===== config.mk =====
export PLATFORM = sky130hd
export DESIGN_NAME = trig_capture
export DESIGN_NICKNAME = d
export VERILOG_FILES = /design/src/rtl/tcap_pkg.sv /design/src/rtl/tcap_sync.sv /design/src/rtl/tcap_len_ctr.sv /design/src/rtl/tcap_packer.sv /design/src/rtl/trig_capture.sv
export SDC_FILE = /design/constraint.sdc
export NUM_CORES = 1
export LEC_CHECK = 0
export ABC_AREA = 1
export BUFFER_PORTS_ARGS = -buffer_cell sky130_fd_sc_hd__buf_2
export CAP_MARGIN = 20
export CORE_AREA = 5 5 116 118
export CTS_CLUSTER_SIZE = 8
export DETAILED_ROUTE_END_ITERATION = 12
export DIE_AREA = 0 0 121 123
export GPL_TIMING_DRIVEN = 0
export PLACE_DENSITY = 0.87
export SYNTH_ARGS = -nofsm -noshare
export SYNTH_HDL_FRONTEND = slang
export SYNTH_HIERARCHICAL = 1
export SYNTH_SLANG_ARGS = --single-unit

===== constraint.sdc =====
create_clock -name clk -period 3.7 [get_ports clk]
set_input_delay 0.185 -clock clk [delete_from_list [all_inputs] [get_ports clk]]
set_output_delay 0.185 -clock clk [all_outputs]
set_load 0.005 [all_outputs]

===== src/rtl/tcap_pkg.sv =====
package tcap_pkg;

  typedef enum logic [1:0] {
    ST_IDLE  = 2'd0,
    ST_ARMED = 2'd1,
    ST_RUN   = 2'd2
  } cap_state_t;

  // lane width in bits for a given width code (pins used minus one)
  function automatic int unsigned lane_bits(input int unsigned code);
    if (code < 4)       return 4;
    else if (code < 8)  return 8;
    else if (code < 16) return 16;
    else                return 32;
  endfunction

endpackage


===== src/rtl/tcap_sync.sv =====
module tcap_sync #(
  parameter int W = 4
) (
  input  logic         clk,
  input  logic         rst,
  input  logic [W-1:0] d_in,
  output logic [W-1:0] q_out
);

  logic [W-1:0] stage1;

  always_ff @(posedge clk) begin
    if (rst) begin
      stage1 <= '0;
      q_out  <= '0;
    end else begin
      stage1 <= d_in;
      q_out  <= stage1;
    end
  end

endmodule


===== src/rtl/tcap_len_ctr.sv =====
module tcap_len_ctr
  import tcap_pkg::*;
#(
  parameter int CNT_W = 13
) (
  input  logic             clk,
  input  logic             rst,
  input  logic             arm,
  input  logic             trig_rise,
  input  logic             sclk_edge,
  input  logic [CNT_W-1:0] n_samples,
  output logic             start,
  output logic             running,
  output logic             last,
  output logic             done
);

  cap_state_t       state;
  logic [CNT_W:0]   remain;

  assign start   = (state == ST_ARMED) && trig_rise;
  assign running = (state == ST_RUN);
  assign last    = running && sclk_edge && (remain == '0);

  always_ff @(posedge clk) begin
    if (rst) begin
      state  <= ST_IDLE;
      remain <= '0;
      done   <= 1'b0;
    end else begin
      done <= 1'b0;
      case (state)
        ST_IDLE:  if (arm) state <= ST_ARMED;
        ST_ARMED: if (trig_rise) begin
          state  <= ST_RUN;
          remain <= {n_samples, 1'b0} - 1'b1;
        end
        ST_RUN: if (sclk_edge) begin
          if (remain == '0) begin
            state <= ST_IDLE;
            done  <= 1'b1;
          end else begin
            remain <= remain - 1'b1;
          end
        end
        default: state <= ST_IDLE;
      endcase
    end
  end


  done_pulse_chk: assert property (@(posedge clk) disable iff (rst)
    done |=> !done);


  remain_down_chk: assert property (@(posedge clk) disable iff (rst)
    (running && $past(running)) |-> (remain <= $past(remain)));


  idle_no_run_chk: assert property (@(posedge clk) disable iff (rst)
    (state == ST_IDLE) |=> (state != ST_RUN));


  done_from_run_chk: assert property (@(posedge clk) disable iff (rst)
    $rose(done) |-> $past(running));

endmodule


===== src/rtl/tcap_packer.sv =====
module tcap_packer
  import tcap_pkg::*;
#(
  parameter int PINS   = 8,
  parameter int WORD_W = 32,
  parameter int WSEL_W = 3
) (
  input  logic              clk,
  input  logic              rst,
  input  logic              start,
  input  logic              sample_en,
  input  logic              last,
  input  logic [WSEL_W-1:0] wsel,
  input  logic [PINS-1:0]   din,
  output logic              word_valid,
  output logic [WORD_W-1:0] word
);

  localparam int IDX_W = $clog2(WORD_W / 4) + 1;

  logic [5:0]        lane_q, lane_n;
  logic [IDX_W-1:0]  spw_q, spw_n, idx;
  logic [WORD_W-1:0] mask_q, mask_n, acc, ext, merged;
  logic [7:0]        shamt;

  always_comb begin
    lane_n = 6'(lane_bits(int'(wsel)));
    case (lane_n)
      6'd4:    spw_n = IDX_W'(WORD_W / 4);
      6'd8:    spw_n = IDX_W'(WORD_W / 8);
      6'd16:   spw_n = IDX_W'(WORD_W / 16);
      default: spw_n = IDX_W'(WORD_W / 32);
    endcase
    for (int i = 0; i < WORD_W; i++) mask_n[i] = (i <= int'(wsel));
  end

  assign ext    = WORD_W'(din) & mask_q;
  assign shamt  = 8'(idx) * {2'b00, lane_q};
  assign merged = acc | (ext << shamt);

  always_ff @(posedge clk) begin
    if (rst) begin
      lane_q     <= 6'd4;
      spw_q      <= IDX_W'(WORD_W / 4);
      mask_q     <= '0;
      acc        <= '0;
      idx        <= '0;
      word       <= '0;
      word_valid <= 1'b0;
    end else begin
      word_valid <= 1'b0;
      if (start) begin
        lane_q <= lane_n;
        spw_q  <= spw_n;
        mask_q <= mask_n;
        acc    <= '0;
        idx    <= '0;
      end else if (sample_en) begin
        if ((idx == spw_q - 1'b1) || last) begin
          word       <= merged;
          word_valid <= 1'b1;
          acc        <= '0;
          idx        <= '0;
        end else begin
          acc <= merged;
          idx <= idx + 1'b1;
        end
      end else if (last && (idx != '0)) begin
        word       <= acc;
        word_valid <= 1'b1;
        acc        <= '0;
        idx        <= '0;
      end
    end
  end


  idx_bound_chk: assert property (@(posedge clk) disable iff (rst)
    idx < spw_q);


  idx_restart_chk: assert property (@(posedge clk) disable iff (rst)
    word_valid |-> (idx == '0));

endmodule


===== src/rtl/trig_capture.sv =====
module trig_capture #(
  parameter int PINS        = 8,
  parameter int WORD_W      = 32,
  parameter int MAX_SAMPLES = 4096,
  localparam int CNT_W      = $clog2(MAX_SAMPLES + 1),
  localparam int WSEL_W     = (PINS > 1) ? $clog2(PINS) : 1
) (
  input  logic              clk,
  input  logic              rst,
  input  logic              arm,
  input  logic              trig_in,
  input  logic              sclk_in,
  input  logic [PINS-1:0]   din,
  input  logic [CNT_W-1:0]  n_samples,
  input  logic [WSEL_W-1:0] wsel,
  input  logic              rd_ack,
  input  logic              err_clr,
  output logic [WORD_W-1:0] rx_word,
  output logic              rx_full,
  output logic              rx_err,
  output logic              done
);

  logic [PINS+1:0]   sync_q;
  logic [PINS-1:0]   s_din;
  logic              s_trig, s_sclk, trig_d, sclk_d;
  logic              trig_rise, sclk_rise, sclk_edge;
  logic              start, running, last;
  logic              word_valid;
  logic [WORD_W-1:0] word;

  tcap_sync #(.W(PINS + 2)) u_sync (
    .clk(clk), .rst(rst),
    .d_in({din, trig_in, sclk_in}),
    .q_out(sync_q)
  );

  assign {s_din, s_trig, s_sclk} = sync_q;

  always_ff @(posedge clk) begin
    if (rst) begin
      trig_d <= 1'b0;
      sclk_d <= 1'b0;
    end else begin
      trig_d <= s_trig;
      sclk_d <= s_sclk;
    end
  end

  assign trig_rise = s_trig & ~trig_d;
  assign sclk_rise = s_sclk & ~sclk_d;
  assign sclk_edge = s_sclk ^ sclk_d;

  tcap_len_ctr #(.CNT_W(CNT_W)) u_len (
    .clk(clk), .rst(rst), .arm(arm), .trig_rise(trig_rise),
    .sclk_edge(sclk_edge), .n_samples(n_samples),
    .start(start), .running(running), .last(last), .done(done)
  );

  tcap_packer #(.PINS(PINS), .WORD_W(WORD_W), .WSEL_W(WSEL_W)) u_pack (
    .clk(clk), .rst(rst), .start(start),
    .sample_en(running && sclk_rise), .last(last),
    .wsel(wsel), .din(s_din),
    .word_valid(word_valid), .word(word)
  );

  always_ff @(posedge clk) begin
    if (rst) begin
      rx_word <= '0;
      rx_full <= 1'b0;
      rx_err  <= 1'b0;
    end else begin
      if (err_clr) rx_err <= 1'b0;
      if (word_valid) begin
        rx_word <= word;
        rx_full <= 1'b1;
        if (rx_full && !rd_ack) rx_err <= 1'b1;
      end else if (rd_ack) begin
        rx_full <= 1'b0;
      end
    end
  end


  full_source_chk: assert property (@(posedge clk) disable iff (rst)
    $rose(rx_full) |-> $past(word_valid));


  err_source_chk: assert property (@(posedge clk) disable iff (rst)
    $rose(rx_err) |-> ($past(rx_full) && $past(word_valid)));


  word_hold_chk: assert property (@(posedge clk) disable iff (rst)
    !$past(word_valid) |-> $stable(rx_word));

endmodule


==> results of run 1 <==
## cells in the mapped netlist (2+ instances only)
library cell  count  area, µm²
a211oi_1          2       15.0
a21oi_1          62        310
a21oi_2          13        114
buf_1             2       7.51
buf_12            2       40.0
buf_2             8       40.0
buf_4             3       22.5
buf_6            15        169
buf_8             2       30.0
clkbuf_1          8       30.0
dfxtp_1         151       3020
ha_1             14        175
inv_1           145        544
inv_2             4       15.0
nand2_1         246        923
nand2_2          13       81.3
nand3_1          81        405
nand3b_1          2       15.0
nand4_1          18        113
nor2_1          125        469
nor2_2           44        275
nor2_4            2       22.5
o21ai_0          13       65.1
o21bai_1          2       15.0
xnor2_1           3       26.3
xor2_1            5       43.8
## tightest hold or removal path, stage by stage
cell,delay [ns]
buf_2,0.13
nand2_1,0.06
nand2_1,0.04
## cell type report
type | count | area share (%)
buffer | 40 | 4.03
clock buffer | 22 | 5.64
clock inverter | 10 | 1.68
inverter | 152 | 6.93
multi-input combinational | 657 | 38.0
sequential | 151 | 35.9
tap | 172 | 2.56
timing repair buffer | 76 | 5.18
## layout by cell type (no fill, tap or decap), types with 2 or more instances in the layout
cell           instances
nor2_2                44
a21oi_1               62
inv_2                  4
buf_8                  2
clkbuf_8               3
nor2_1               125
nand3b_1               2
nor2_4                 2
nand3_1               81
buf_12                 2
buf_1                  2
o21bai_1               2
buf_6                 15
nand4_1               18
buf_2                 73
clkbuf_16             17
a211oi_1               2
nand2_1              246
ha_1                  14
clkinv_2               2
a21oi_2               13
nand2_2               13
dlygate4sd3_1         11
bufinv_16              3
clkbuf_1              10
dfxtp_1              151
o21ai_0               13
inv_6                  3
xor2_1                 5
inv_1                145
buf_4                  3
clkinvlp_4             2
xnor2_1                3
## worst paths after layout
| check | end | start | cells after the start |
|---|---|---|---|
| hold reg to reg | u_sync/q_out[8]$_SDFF_PP0_ | u_sync/stage1[8]$_SDFF_PP0_ | 2 |
| setup / recovery | u_pack/word[27]$_SDFFE_PP0P_ | u_pack/spw_q[2]$_SDFFE_PP0P_ | 12 |
| hold / removal | u_pack/mask_q[6]$_SDFFE_PP0P_ | wsel[1] | 3 |
| setup reg to reg | u_pack/word[27]$_SDFFE_PP0P_ | u_pack/spw_q[2]$_SDFFE_PP0P_ | 12 |
## per-layer routing
layer  wire length, µm  vias up
li1                  -     3275
met5                 0        -
met4               305        0
met3              1070       32
met1              7110     2913
met2              7570      212
## cells by family (layout without fill, tap and decap cells)
kind of cell    after synthesis  after routing
compound gates               96             96
xor+xnor                      8              8
fa+ha+maj                    14             14
buf+inv                     192            300
flops                       151            151
simple gates                539            539
## state kept, by name, summed over array words and instances, names as in the netlist
| register | flops |
|---|---|
| rx_err | 1 |
| rx_full | 1 |
| rx_word | 32 |
| sclk_d | 1 |
| trig_d | 1 |
| u_len/done | 1 |
| u_len/remain | 14 |
| u_len/state | 2 |
| u_pack/acc | 32 |
| u_pack/idx | 4 |
| u_pack/lane_q | 1 |
| u_pack/mask_q | 7 |
| u_pack/spw_q | 1 |
| u_pack/word | 32 |
| u_pack/word_valid | 1 |
| u_sync/q_out | 10 |
| u_sync/stage1 | 10 |
## power groups by stage
stage | Clock, mW | Sequential [mW] | Combinational [mW]
floorplan | 0 | 1.72 | 0.266
global placement | 0 | 1.72 | 0.333
detailed placement | 0 | 1.72 | 0.347
CTS | 1.81 | 1.69 | 0.359
global route | 1.89 | 1.69 | 0.415
finish | 1.78 | 1.69 | 0.362
## metrics by stage
step | total power [mW] | util [%] | instance area (µm²) | std cells
after floorplan | 1.98 | - | 7140 | 1000
after global placement | 2.05 | 62.1 | 7680 | 1237
after detailed placement | 2.07 | 62.1 | 7680 | 1237
after CTS | 3.86 | 68.0 | 8410 | 1280
after global routing | 4.00 | 68.0 | 8410 | 1280
final | 3.83 | 68.0 | 8410 | 1280
==> impl_metrics.ini, run 1 <==
[die]
fp.dieArea_um2 = 14900
num_io_pins = 66
die_y_um = 123
rows = 41
die_w_um = 121
initial_core_util_pct = 57.8
core_um2 = 12400

[power]
switching_share_pct = 24.1
seqPwrFrac_pct = 44.0
power_leakage_nw = 4.03
p_comb_share_pct = 9.4
pwr-share-clk_pct = 46.6
p_sw_uw = 925
internal_power_mw = 2.91
vdd_ir_drop_max_mv = 0.331
p_per_area_nw_per_um2 = 456

[global_route]
grt_pass1_vias = 6040
met2_usage_pct = 38.5
overflow = 0
grt_busiest_layer = met2
met3_usage_pct = 5.35
grt_usage_pct = 22.9
antenna_found_initial = 0
use_met1_pct = 28.7
grt_pass1_wl_um = 27400
grt_start_max_net_pins = 17

[final_layout]
n_antenna_cell = 0
multi_input_area_um2 = 3200
drive_gt1_share_pct = 18.9
area_delta_synth_final_pct = 17.7
layout.nets = 1140
seqCellArea_um2 = 3020
n_fill_cell = 1027

[yosys]
ys_ff_latch = 151
synth_adder_area_share_pct = 2.45
syn-cell-area_um2 = 7140
synth-xor-area-share_pct = 0.981
synth_compound_area_share_pct = 7.83
synth_cell_type_count = 41
async_reset_ff_share_pct = 0
synth_edf_count = 0
synth_flop_cell = dfxtp_1
netlist_instances = 1000
muxShareOfSynthArea_pct = 0
synth_fp_nets = 1045
synth_top_family_by_area = simple AND/OR/NAND/NOR gates
synth_area_per_cell_um2 = 7.14
synth-simple-area-share_pct = 33.5
ys_seq_area_share_pct = 42.3
ys_warn_count = 6

[flow_run]
maxCapViolCount = 0

[place]
port_buffers = 65
dpl.hpwl_um = 11400
routabilityCongestion = 0.906
place_worst_setup_slack_ns = 0.958

[clock_tree]
cts_made_buffers = 17
cts-root-buf = clkbuf_16
cts_max_path_buffers = 2
hold_buffers = 11
cts_setup_buffers = 0
clkTransAtPathRegs_ns = 0.06
cts_resized = 0
insertion_delay_ns = 0.42
htree_levels = 4
cts.sinks = 151
cts_tree = done

[setup_path]
max_stage_delay_ns = 0.36
worst_path_max_delay_cell = dfxtp_1
path_max_fanout = 10
crit_type = reg2reg
crit_buf_inv = 3
reg2reg_slack_ns = 0.92
cp_common_cell = ha_1
worstSetupStartpointType = flop
critPathArrivalTime_ns = 3.13
cp.required_ns = 4.06
end_kind = flop
crit_chain = ha_1 > ha_1 > ha_1 > ha_1 > inv_1 > nand2_1 > nor2_1 > clkbuf_1 > a21oi_1 > nand2_1 > nand2_1 > inv_1
path_delay_family = adder cells

[route]
routed_wl_um = 16100
routedWlPerCell_um = 12.5
drtAntennaViolNets = 0
drt_iter0_drc = 459
viasPerCell = 5.03
drc = 0
vias = 6432
drt_pass1_iterations = 6

[timing]
maxSlewViolCount = 0
rsz0062_at_grt = no
fin_crit_sh_pct = 75.0
max-slew-margin-rel_pct = 52.4
fin_skew_ns = 0.0103
fin_tns_setup_ns = 0
holdWs_ns = 0.0238
setup_viol = 0
finalCriticalPeriod_ns = 2.78
worstMarginPinSlew_ns = 0.713
clock.fmax_mhz = 360
hold_violations = 0
final.setup.worst_slack_ns = 0.924

[outcome]
outcome = finished clean

[hold_path]
hold_path.class = in2reg
Power figures use the tool's default switching activity.
==> inputs of run 2 (changes only) <==
ABC_AREA = 0   (was 1)
CORE_AREA = 5 5 115 117   (was 5 5 116 118)
DIE_AREA = 0 0 120 122   (was 0 0 121 123)
PLACE_DENSITY = 0.86   (was 0.87)
clock period = 2.8 ns   (was 3.7 ns; I/O delays follow)
==> run 2 against run 1 <==
The run now ends with DRC, setup timing left; clock-buffer cell count shrank 2; cell count shrank 22%; die area shrank 1.6%; sequential power grew 29%; non-clock buffer count grew 33; global-route usage shrank 0.44 points; design area grew 4.2%; critical path depth shrank 2; via count shrank 8.5%; maximum frequency shrank 1.5%; sequential share of layout area shrank 1.4 points; area after synthesis shrank 3.1%.
==> impl_metrics.ini, run 2 <==
[flow_run]
maxCapViolCount = 0

[place]
routabilityCongestion = 0.906
placed_cells = 933
dpl.hpwl_um = 10800
placed_area_um2 = 7440
place_worst_setup_slack_ns = -0.438
port_buffers = 65

[yosys]
syn-cell-area_um2 = 6920
netlist_instances = 718
ys_warn_count = 6
synth_fp_nets = 763
synth_cell_type_count = 73
synthTopCellsByArea = dfxtp_1, mux2i_1, nor2_1
async_reset_ff_share_pct = 0
synth_common_cells = dfxtp_1, nor2_1, nor3_1
synth_flop_cell = dfxtp_1
yosysTopAreaCellShare_pct = 43.7
ys_ff_latch = 151
synth_edf_count = 0
synth_area_per_cell_um2 = 9.64
synth_most_common_cell = dfxtp_1
ys_seq_area_share_pct = 43.7
yosys.area.top_type = dfxtp_1

[timing]
finalCriticalPeriod_ns = 2.82
maxSlewViolCount = 0
final.setup.worst_slack_ns = -0.0177
setup_viol = 1
hold_violations = 0
fin_crit_sh_pct = 101
max-slew-margin-rel_pct = 54.6
clock.fmax_mhz = 355
worstMarginPinSlew_ns = 0.682
rsz0062_at_grt = yes
fin_skew_ns = 0.00920

[final_layout]
drive_gt1_share_pct = 28.8
finish.utilization_pct = 71.5
reg_top3 = rx_word (32), u_pack/acc (32), u_pack/word (32)
n_antenna_cell = 0
fin_area_um2 = 8760
layout.nets = 885
final_cell_count_no_fill = 1002
area_delta_synth_final_pct = 26.7
final_cell_mix = dfxtp_1, nor2_1, buf_2, nor3_1
final_common_cell = dfxtp_1

[power]
p_per_area_nw_per_um2 = 561
power_leakage_nw = 3.36
power_mw = 4.91
vdd_ir_drop_max_mv = 0.419

[setup_path]
worstSetupStartpointType = flop
cp.required_ns = 3.12
r2r_cells = 10
end_kind = flop
path_max_fanout = 10
critPathArrivalTime_ns = 3.14
crit_type = reg2reg

[die]
initial_core_util_pct = 56.4
die_w_um = 120
num_io_pins = 66
die_y_um = 122
rows = 41
core_um2 = 12300
fp.dieArea_um2 = 14600

[clock_tree]
cts_max_path_buffers = 2
cts.sinks = 151
cts_made_buffers = 17
insertion_delay_ns = 0.42
cts-root-buf = clkbuf_16
htree_levels = 4
clkTransAtPathRegs_ns = 0.06
cts_tree = done

[route]
routed_wl_um = 17000
drc = 1
routedWlPerCell_um = 16.9
viasPerCell = 5.88
drt_iter0_drc = 527
drt_pass1_iterations = 9
drtAntennaViolNets = 0
vias = 5888

[global_route]
grt_pass1_wl_um = 26400
antenna_found_initial = 0
grt_usage_pct = 22.4
grt_pass1_vias = 5442
overflow = 0
grt_start_max_net_pins = 18

[outcome]
outcome = complete, but fails checks
violations = DRC, setup timing

[hold_path]
min_path_cells = 3
hold_path.class = in2reg
## run 2: final cells by class
class | count | area, µm²
timing repair buffer | 105 | 684
multi-input combinational | 504 | 3760
clock inverter | 11 | 196
sequential | 151 | 3030
buffer | 44 | 387
clock buffer | 20 | 457
inverter | 17 | 67.6
fill | 852 | 3500
tap | 150 | 188
## run 2: layer usage
layer | GRT usage [%] | part of all wire, %
met1 | 27.5 | 41
met4 | 9.52 | 4.0
met3 | 5.90 | 6.4
met5 | 0 | 0
met2 | 37.5 | 48
## run 2: through the flow
stage               hold slack, ns  setup TNS (ns)
CTS                         0.0148           -1.44
floorplan                    0.269               0
finish                      0.0271         -0.0177
global placement             0.351          -18.22
global route                0.0237           -1.75
detailed placement           0.352          -17.40
## run 2: worst paths after layout
kind,from,endpoint,slack [ns]
hold reg to reg,u_sync/stage1[3]$_SDFF_PP0_,u_sync/q_out[3]$_SDFF_PP0_,0.43
setup reg to reg,u_pack/lane_q[2]$_SDFFE_PP1P_,u_pack/acc[30]$_SDFFE_PP0P_,-0.02
setup / recovery,u_pack/lane_q[2]$_SDFFE_PP1P_,u_pack/acc[30]$_SDFFE_PP0P_,-0.02
hold / removal,rd_ack,rx_full$_SDFFE_PP0P_,0.03
## run 2: critical path, stage by stage, from the launching register on
cell	delay [ns]
dfxtp_1	0.29
buf_2	0.17
and2_1	0.18
ha_1	0.33
ha_4	0.27
ha_4	0.27
and3b_2	0.30
and2_2	0.25
nor3b_4	0.29
a21oi_1	0.15
nor2_1	0.21
## run 2: kinds of logic (layout without fill, tap and decap cells)
group           after synthesis  count (layout)  share of synthesized area (%)
fa+ha+maj                    14              14                           2.53
simple gates                279             279                           23.3
compound gates              160             160                           16.7
flops                       151             151                           43.7
buf+inv                      63             197                           6.31
mux                          40              40                           5.95
xor+xnor                     11              11                           1.59
## run 2: what timing repair did
item	in CTS	in global routing
pin swaps	4	15
setup buffers	9	19
cloned	0	0
hold endpoints to repair	12	0
hold buffers	12	0
endpoints found under the setup margin	65	63
gates resized for setup	23	54
## run 2: power by group
part           total [mW]  switching [mW]  internal (mW)
Combinational       0.236           0.131          0.105
Clock                2.49           0.866           1.63
Sequential           2.18          0.0136           2.17
Total                4.91            1.01           3.90
